$ cat src/rtl/vws_pkg.sv
package vws_pkg;

  localparam int MAX_WAYS = 4;

  typedef logic [1:0] age_t;
  typedef age_t [MAX_WAYS-1:0] age_vec_t;

  typedef enum logic [1:0] {
    TIER_EMPTY = 2'd0,
    TIER_CLEAN = 2'd1,
    TIER_LRU   = 2'd2
  } tier_e;

  // Accessed way becomes age 0; ways younger than it age by one.
  function automatic age_vec_t age_touch(age_vec_t a, logic [1:0] w);
    age_vec_t r;
    r = a;
    for (int j = 0; j < MAX_WAYS; j++) begin
      if (a[j] < a[w]) r[j] = a[j] + 2'd1;
    end
    r[w] = 2'd0;
    return r;
  endfunction

  // Oldest way among those with a set mask bit.
  function automatic logic [1:0] oldest_in(age_vec_t a, logic [MAX_WAYS-1:0] m);
    logic [1:0] r;
    logic       found;
    age_t       best;
    r     = 2'd0;
    found = 1'b0;
    best  = 2'd0;
    for (int i = 0; i < MAX_WAYS; i++) begin
      if (m[i] && (!found || a[i] > best)) begin
        found = 1'b1;
        best  = a[i];
        r     = 2'(i);
      end
    end
    return r;
  endfunction

  // Lowest index with a set mask bit.
  function automatic logic [1:0] first_set(logic [MAX_WAYS-1:0] m);
    logic [1:0] r;
    r = 2'd0;
    for (int i = MAX_WAYS - 1; i >= 0; i--) begin
      if (m[i]) r = 2'(i);
    end
    return r;
  endfunction

endpackage

$ cat src/rtl/vws_lru_store.sv
module vws_lru_store
  import vws_pkg::*;
#(
  parameter int WAYS = 4,
  parameter int SETS = 16,
  localparam int SET_W = $clog2(SETS)
) (
  input  logic             clk,
  input  logic             rst_n,
  input  logic [SET_W-1:0] rd_set_i,
  output age_vec_t         rd_ages_o,
  input  logic             wr_en_i,
  input  logic [SET_W-1:0] wr_set_i,
  input  age_vec_t         wr_ages_i
);

  generate
    if (WAYS == 2) begin : g_two
      logic [SETS-1:0] mru_q;

      always_ff @(posedge clk or negedge rst_n) begin
        if (!rst_n) begin
          mru_q <= '1;
        end else if (wr_en_i) begin
          mru_q[wr_set_i] <= (wr_ages_i[1] == 2'd0);
        end
      end

      always_comb begin
        rd_ages_o    = '0;
        rd_ages_o[0] = mru_q[rd_set_i] ? 2'd1 : 2'd0;
        rd_ages_o[1] = mru_q[rd_set_i] ? 2'd0 : 2'd1;
      end
    end else begin : g_four
      age_vec_t age_q [SETS];

      always_ff @(posedge clk or negedge rst_n) begin
        if (!rst_n) begin
          for (int s = 0; s < SETS; s++) begin
            for (int i = 0; i < MAX_WAYS; i++) begin
              age_q[s][i] <= 2'(MAX_WAYS - 1 - i);
            end
          end
        end else if (wr_en_i) begin
          age_q[wr_set_i] <= wr_ages_i;
        end
      end

      assign rd_ages_o = age_q[rd_set_i];
    end
  endgenerate

endmodule

$ cat src/rtl/vws_pick.sv
module vws_pick
  import vws_pkg::*;
#(
  parameter int WAYS = 4
) (
  input  age_vec_t          ages_i,
  input  logic [WAYS-1:0]   valid_i,
  input  logic [WAYS-1:0]   dirty_i,
  input  logic              prefer_clean_i,
  output logic [1:0]        way_o,
  output logic              wb_o,
  output tier_e             tier_o
);

  logic [MAX_WAYS-1:0] live, vmask, dmask, empty_m, clean_m;

  always_comb begin
    live               = '0;
    live[WAYS-1:0]     = '1;
    vmask              = '0;
    vmask[WAYS-1:0]    = valid_i;
    dmask              = '0;
    dmask[WAYS-1:0]    = dirty_i;
    empty_m            = live & ~vmask;
    clean_m            = live & ~dmask;

    if (|empty_m) begin
      way_o  = first_set(empty_m);
      tier_o = TIER_EMPTY;
    end else if (prefer_clean_i && (|clean_m)) begin
      way_o  = oldest_in(ages_i, clean_m);
      tier_o = TIER_CLEAN;
    end else begin
      way_o  = oldest_in(ages_i, live);
      tier_o = TIER_LRU;
    end

    wb_o = vmask[way_o] & dmask[way_o];
  end

endmodule

$ cat src/rtl/victim_way_selector.sv
module victim_way_selector
  import vws_pkg::*;
#(
  parameter int WAYS = 4,
  parameter int SETS = 16,
  localparam int SET_W = $clog2(SETS),
  localparam int WAY_W = $clog2(WAYS)
) (
  input  logic             clk,
  input  logic             rst_n,
  input  logic             prefer_clean_i,
  input  logic [SET_W-1:0] set_idx_i,
  input  logic [WAYS-1:0]  way_valid_i,
  input  logic [WAYS-1:0]  way_dirty_i,
  input  logic             alloc_i,
  input  logic             touch_i,
  input  logic [WAY_W-1:0] touch_way_i,
  output logic [WAY_W-1:0] victim_way_o,
  output logic             victim_wb_o
);

  // Named internal events used by the checker.
  age_vec_t   rd_ages;
  age_vec_t   new_ages;
  logic [1:0] pick_way;
  tier_e      pick_tier;
  logic       use_evt;
  logic [1:0] use_way;

  vws_lru_store #(
    .WAYS (WAYS),
    .SETS (SETS)
  ) u_store (
    .clk       (clk),
    .rst_n     (rst_n),
    .rd_set_i  (set_idx_i),
    .rd_ages_o (rd_ages),
    .wr_en_i   (use_evt),
    .wr_set_i  (set_idx_i),
    .wr_ages_i (new_ages)
  );

  vws_pick #(
    .WAYS (WAYS)
  ) u_pick (
    .ages_i         (rd_ages),
    .valid_i        (way_valid_i),
    .dirty_i        (way_dirty_i),
    .prefer_clean_i (prefer_clean_i),
    .way_o          (pick_way),
    .wb_o           (victim_wb_o),
    .tier_o         (pick_tier)
  );

  assign use_evt      = alloc_i | touch_i;
  assign use_way      = alloc_i ? pick_way : 2'(touch_way_i);
  assign new_ages     = age_touch(rd_ages, use_way);
  assign victim_way_o = pick_way[WAY_W-1:0];

endmodule

$ cat config.mk
export PLATFORM = sky130hd
export DESIGN_NAME = victim_way_selector
export DESIGN_NICKNAME = d
export VERILOG_FILES = /design/src/rtl/vws_pkg.sv /design/src/rtl/vws_lru_store.sv /design/src/rtl/vws_pick.sv /design/src/rtl/victim_way_selector.sv
export SDC_FILE = /design/constraint.sdc
export NUM_CORES = 1
export LEC_CHECK = 0
export BUFFER_PORTS_ARGS = -buffer_cell sky130_fd_sc_hd__buf_2
export CORE_MARGIN = 2
export CORE_UTILIZATION = 65
export CTS_CLUSTER_SIZE = 28
export DETAILED_ROUTE_END_ITERATION = 10
export MAX_ROUTING_LAYER = met4
export PLACE_DENSITY_LB_ADDON = 0.05
export SETUP_SLACK_MARGIN = 0.1
export SLEW_MARGIN = 20
export SYNTH_ARGS = -nofsm -noshare
export SYNTH_HDL_FRONTEND = slang
export SYNTH_SLANG_ARGS = --single-unit
$ cat constraint.sdc
create_clock -name clk -period 11.4 [get_ports clk]
set_clock_uncertainty 0.1 [all_clocks]
set_input_delay 1.14 -clock clk [delete_from_list [all_inputs] [get_ports clk]]
set_output_delay 1.14 -clock clk [all_outputs]
set_load 0.01 [all_outputs]
Yosys cells after proc, flatten, opt, wreduce, memory -nomap -nowiden
Index checks and enable logic that the tools add are counted.
{"block": "op_classes", "addsub": 4, "magnitude_cmp": 15, "muxes": 65, "bitwise_logic": 7, "n_reduce_logical": 20}
{"operator": "bitwise mux 128 bit", "n": 1}
{"operator": "2-to-1 mux 2 bit", "n": 34}
{"operator": "binary-select mux 8 bit (select 4 bit)", "n": 1}
{"operator": "demux 8 bit (select 4 bit)", "n": 1}
{"operator": "2-to-1 mux 8 bit", "n": 3}
{"operator": "2-to-1 mux 1 bit", "n": 21}
{"operator": "> comparator 2 bit", "n": 6}
{"operator": "adder 2 x 1 -> 2 bit (second input constant)", "n": 4}
{"operator": "bitwise AND 8 bit", "n": 1}
{"operator": "< comparator 2 bit", "n": 4}
{"operator": "NOT 4 bit", "n": 2}
{"operator": "NOT 8 bit", "n": 1}
{"operator": "OR reduction 4 bit", "n": 2}
{"operator": "logical AND 1 bit", "n": 6}
{"operator": "logical NOT 1 bit", "n": 6}
{"operator": "logical OR 1 bit", "n": 6}
{"operator": "< comparator 2 x 3 -> 1 bit (second input constant)", "n": 2}
{"operator": ">= comparator 5 bit (second input constant)", "n": 1}
{"operator": "< comparator 5 x 1 -> 1 bit (second input constant)", "n": 1}
{"operator": "NOT 4 -> 5 bit", "n": 1}
{"operator": "binary-select mux 1 bit (select 2 bit)", "n": 2}
{"operator": "binary-select mux 2 bit (select 2 bit)", "n": 1}
{"operator": "demux 2 bit (select 2 bit)", "n": 1}
{"operator": ">= comparator 2 x 1 -> 1 bit (second input constant)", "n": 1}
{"operator": "other kinds (2)", "n": 2}
{"block": "word_totals", "regBits": 128}

Depth between registers and ports, before layout
{"block": "logic_depth", "word_depth": 33, "depth_mapped": 31, "mapped_depth_nobuf": 28}

By module
Synthesis repeated with hierarchy kept, for this count alone.
{"block": "unflattened", "hier_cells": 486, "hier_area_um2": 6911.6}
{"module": "vws_lru_store", "n_inst": 1, "cells_each": 365, "area_each_um2": 5999.5}
{"module": "vws_pick", "n_inst": 1, "cells_each": 83, "area_each_um2": 626.9}
{"module": "victim_way_selector", "n_inst": 1, "cells_each": 38, "area_each_um2": 285.3}

Worst setup path after synthesis
Ideal clock, no wire load.
{"block": "synth_path", "kind": "input to output", "startpoint": "in set_idx_i[0]", "endpoint": "out victim_wb_o", "arrival_ns": 6.803, "t_required_ns": 10.160, "setup_slack_ns": 3.357, "stages": 27, "path_buffers": 2, "path_cell_list": "buf_2 > buf_4 > mux4_2 > mux4_2 > nand2b_1 > inv_1 > ha_1 > nor2_1 > maj3_1 > nor2b_1 > a211oi_1 > o21ai_0 > o21ai_0 > inv_1 > ha_1 > nand2_1 > o21ai_0 > a21oi_1 > mux2_2 > ha_1 > nor2b_1 > o21ai_0 > nand2_1 > o31ai_1 > mux2_2 > nor2_1 > a211oi_1"}
{"block": "synth_via", "elab_chain_len": 28}
{"item": "start, declared", "line_no": "victim_way_selector.sv:12", "source": "input logic [SET_W-1:0] set_idx_i,"}
{"item": "NOT 4 -> 5 bit (implied by the code) *", "line_no": "vws_lru_store.sv:49", "source": "assign rd_ages_o = age_q[rd_set_i];"}
{"item": "binary-select mux 8 bit (select 4 bit) *", "line_no": "vws_lru_store.sv:49"}
{"item": "2-to-1 mux 8 bit (implied by the code) * (2 in a row)", "line_no": "vws_lru_store.sv:49"}
{"item": "2-to-1 mux 2 bit", "line_no": "vws_pkg.sv:34", "source": "if (m[i] && (!found || a[i] > best)) begin"}
{"item": "2-to-1 mux 2 bit", "line_no": "vws_pick.sv:30", "source": "end else if (prefer_clean_i && (|clean_m)) begin"}
{"item": "2-to-1 mux 2 bit", "line_no": "vws_pick.sv:27", "source": "if (|empty_m) begin"}
{"item": "> comparator 2 bit", "line_no": "vws_pkg.sv:34"}
{"item": "logical OR 1 bit", "line_no": "vws_pkg.sv:34"}
{"item": "(+11 left out)"}
{"item": "logical OR 1 bit", "line_no": "vws_pkg.sv:34"}
{"item": "logical AND 1 bit", "line_no": "vws_pkg.sv:34"}
{"item": "2-to-1 mux 2 bit", "line_no": "vws_pkg.sv:34"}
{"item": "2-to-1 mux 2 bit *", "line_no": "vws_pick.sv:30"}
{"item": "2-to-1 mux 2 bit *", "line_no": "vws_pick.sv:27"}
{"item": "binary-select mux 1 bit (select 2 bit)", "line_no": "vws_pick.sv:38", "source": "wb_o = vmask[way_o] & dmask[way_o];"}
{"item": "2-to-1 mux 1 bit (implied by the code)", "line_no": "vws_pick.sv:38"}
{"item": "bitwise AND 1 bit *", "line_no": "vws_pick.sv:38"}
{"item": "end, declared", "line_no": "victim_way_selector.sv:19", "source": "output logic victim_wb_o"}
Every way passes the cells marked *; elsewhere a longest branch is shown, timed or not. The select of a mux whose other input is x is not followed.

Final worst setup path
Ends and elaborated chain as after synthesis.

==> metrics.md <==
| Metric | Value |
|---|---|
| Status | `finished, final reports clean` |
| Syn avg cell area | `14.1 um^2` |
| Net Count, Synth | `522` |
| Fraction of registers with async set or reset after synthesis | `1.00` |
| Hold-fix buffers, CTS | `0` |
| Gate count after technology mapping | `490` |
| Final count of pins violating max slew | `0` |
| Maximum Capacitance Violations | `0` |
| Detail-routed via count per cell | `6.57` |
| Startpoint of the worst hold path | `u_store.g_four.age_q[14]$_DFFE_PN0P_` |
| Initial cell density of the core | `0.668` |
| Cell area after synthesis | `6900 um^2` |
| Crit Reg-Reg Startpoint | `u_store.g_four.age_q[0]$_DFFE_PN1P_` |
| Register with the most flip-flops | `u_store.g_four.age_q` |
| Final routed DRC violation total | `0` |
| Wire length of the first global-routing pass | `24800 um` |
| Internal portion of total power | `1400 uW` |
| Number of cells on the worst reg-to-reg path | `28` |
| Net Sw Power | `690 uW` |
| Number of global-route vias before repair | `4507` |
| Post-CTS setup-driven buffer insertion count | `0` |
| First DRT Iteration DRCs | `279` |
| Setup-violating endpoint count in the final report | `0` |
| Unrepaired setup endpoints after global routing | `false` |
| Core Region | `10300 um^2` |
| R2R Setup Slk | `3740 ps` |
| Placed wire-length estimate | `10000 um` |
| Worst hold path cell count | `1` |
| Via count | `4338` |
| Shortest clock period the worst path allows after layout | `9130 ps` |
| Worst min-delay path category | `reg -> reg` |
| Synthesized flop and latch total | `128` |
| Routed wire length | `15300 um` |
| Leakage power figure | `0.00317 uW` |
| Number of distinct library cells after synthesis | `49` |
| Number of buffers inserted during clock tree synthesis | `17` |
| Utilization of the core after routing | `0.740` |
| Data required time at the worst endpoint | `10160 ps` |
| Buffers on Ports | `21` |
| Total routing usage reported by global routing | `0.305` |
| Final period utilization | `0.801` |
| Buffer levels on the longest clock path | `2` |
| Hold Slack | `400 ps` |
| Most common library cells after synthesis | `138 x mux2_2, 64 x dfrtp_1, 64 x dfstp_2` |
| Minimum setup slack in the final design | `2270 ps` |
| Remaining Overflow, GRT | `0` |
| EDFF count, synth | `0` |
| Clock tree from TritonCTS | `built` |
| Highest ir drop seen on vdd | `0.000183 V` |
| Routability congestion estimate | `0.850` |
| Sequential fraction of design power | `0.392` |
| Library cell used as clock root buffer | `clkbuf_8` |
| Overall die area | `11500 um^2` |
| Share of final-layout standard cells stronger than drive strength 1 | `0.597` |
| Synth top area share | `0.244` |
| Area grow syn2layout | `10.8%` |
| Count of non-filler cells in the finished layout | `660` |
| Crit path arrival time | `7890 ps` |
| Pin slew with the least headroom to its limit | `1050 ps` |
| Crit path max fanout | `22` |
| Synth warn | `0` |
| CTS clock-pin slew for the worst setup and hold paths | `60 ps` |
| Die Span X | `107 um` |
| Depth of the CTS H-tree | `4` |
| Antenna violations before repair | `0` |
| Post-synth top flop | `dfstp_2` |
| Sequential cell area fraction in the yosys report | `0.476` |
| Cell accounting for the most synthesized area | `dfstp_2` |
| Worst slack at placement | `1950 ps` |
| PwrDens | `274 nW/um^2` |
| Highest achievable clock rate | `110 MHz` |
| Switching power share of the total | `0.330` |
| Max FFs per register | `128` |
| Count of TritonRoute iterations in the first routing pass | `5` |
| Leading cell type by number of instances after synthesis | `mux2_2` |
| Number of instances in the placed design | `628` |
| Combinational share of power | `0.376` |
| Diodes inserted | `0` |
| Critical path class | `in -> out` |
| Portion of total power attributed to the clock network | `0.232` |
| Reg-to-Reg End | `u_store.g_four.age_q[12]$_DFFE_PN1P_` |
| Setup tns final | `0 ps` |
| Cell Rows | `37` |
| Count of antenna-violating nets left after detailed routing | `0` |
| Total I/O pin count | `22` |
| Resize count post-CTS | `0` |
| WL/cell | `23.2 um` |
| Die Height | `107 um` |
| Worst Hold Endpoint | `u_store.g_four.age_q[14]$_DFFE_PN0P_` |
| Largest net degree at the start of global routing | `84` |
| Top post-synthesis cells by area | `dfstp_2 24%, dfrtp_1 23%, mux2_2 23%` |
| Worst slew slack as a fraction of its limit | `0.300` |
| Clock network latency to the later pin of the worst-skew pair | `530 ps` |
| Registers with the most flip-flops | `u_store.g_four.age_q: 128 flops` |
| Nature of the critical path startpoint | `primary input` |
| Clock sink total | `128` |
| Number of nets in the final layout | `543` |
| Critical Path Sink Type | `output port` |
| Final number of hold-violating endpoints | `0` |
[critical path: stages]
cell,delay (ps)
buf_2,340
buf_4,450
mux4_2,570
mux4_2,550
nand2b_1,120
inv_1,60
ha_1,270
nor2_1,50
maj3_1,350
nor2b_1,140
a211oi_1,210
o21ai_0,90
o21ai_0,110
inv_1,90
ha_1,280
nand2_1,70
o21ai_0,140
a21oi_1,270
mux2_2,370
ha_1,310
nor2b_1,130
o21ai_0,150
nand2_1,110
o31ai_1,760
mux2_2,410
nor2_1,80
a211oi_1,60
buf_2,170
[cell type report]
type / count / area [um^2]
Inverter: 10 / 37.5
Clock buffer: 24 / 480
Tap cell: 136 / 170
Multi-Input combinational cell: 327 / 3460
Sequential cell: 128 / 3280
Clock inverter: 8 / 55.1
Timing Repair Buffer: 27 / 156
Fill cell: 653 / 2680
[layout by cell type, fill, tap and decap left out, drive strengths merged, types with 2 or more instances in the layout]
cell,n
dfstp,64
a211oi,6
ha,13
o22ai,2
mux2i,10
buf,27
clkinv,4
nand2,19
clkinvlp,3
dfrtp,64
o31ai,2
nand3,6
o21ai,11
mux2,138
nor2b,6
nand4,3
mux4,37
nand3b,2
a21oi,9
nor3,5
clkbuf,24
nand2b,5
inv,11
maj3,6
nor2,29
o211ai,3
[power groups by stage]
| stage | clock network (uW) | logic, uW | registers [uW] |
|---|---|---|---|
| 6_report | 485 | 787 | 821 |
| 5_1_grt | 512 | 858 | 843 |
| 4_1_cts | 494 | 782 | 819 |
| 3_5_place_dp | 0 | 774 | 822 |
| 3_3_place_gp | 0 | 742 | 807 |
| 2_1_floorplan | 0 | 621 | 782 |
[worst max path at each step]
stage / start / to / slack [ps]
floorplan: set_idx_i[0] / victim_wb_o / 3360
global placement: set_idx_i[0] / u_store.g_four.age_q[117]$_DFFE_PN0P_ / 2290
detailed placement: set_idx_i[0] / u_store.g_four.age_q[21]$_DFFE_PN0P_ / 1950
CTS: set_idx_i[0] / victim_wb_o / 2230
global route: set_idx_i[0] / victim_wb_o / 1750
finish: set_idx_i[0] / victim_wb_o / 2270
[logic make-up (layout without fill, tap and decap cells)]
| group | count (synthesis) | after routing | synth area share |
|---|---|---|---|
| adder cells (fa/ha/maj) | 19 | 19 | 0.0328 |
| multiplexers | 185 | 185 | 0.362 |
| flip-flops | 128 | 128 | 0.476 |
| buffers and inverters | 35 | 69 | 0.0243 |
| AO/OA/AOI/OAI | 43 | 43 | 0.0484 |
| AND/OR/NAND/NOR | 80 | 80 | 0.0559 |
[metal layers]
| layer | track usage | routed length, um | vias to the layer above |
|---|---|---|---|
| li1 | - | - | 1876 |
| met1 | 0.380 | 6430 | 2271 |
| met4 | 0.129 | 568 | 0 |
| met2 | 0.475 | 7510 | 146 |
| met5 | - | 0 | - |
| met3 | 0.0833 | 807 | 45 |
[through the flow]
| step | total power [uW] | instance area [um^2] |
|---|---|---|
| global placement | 1550 | 7090 |
| global route | 2210 | 7640 |
| CTS | 2090 | 7630 |
| detailed placement | 1600 | 7090 |
| floorplan | 1400 | 6900 |
| finish | 2090 | 7640 |
Note: power is estimated with default switching activity, not from simulation.
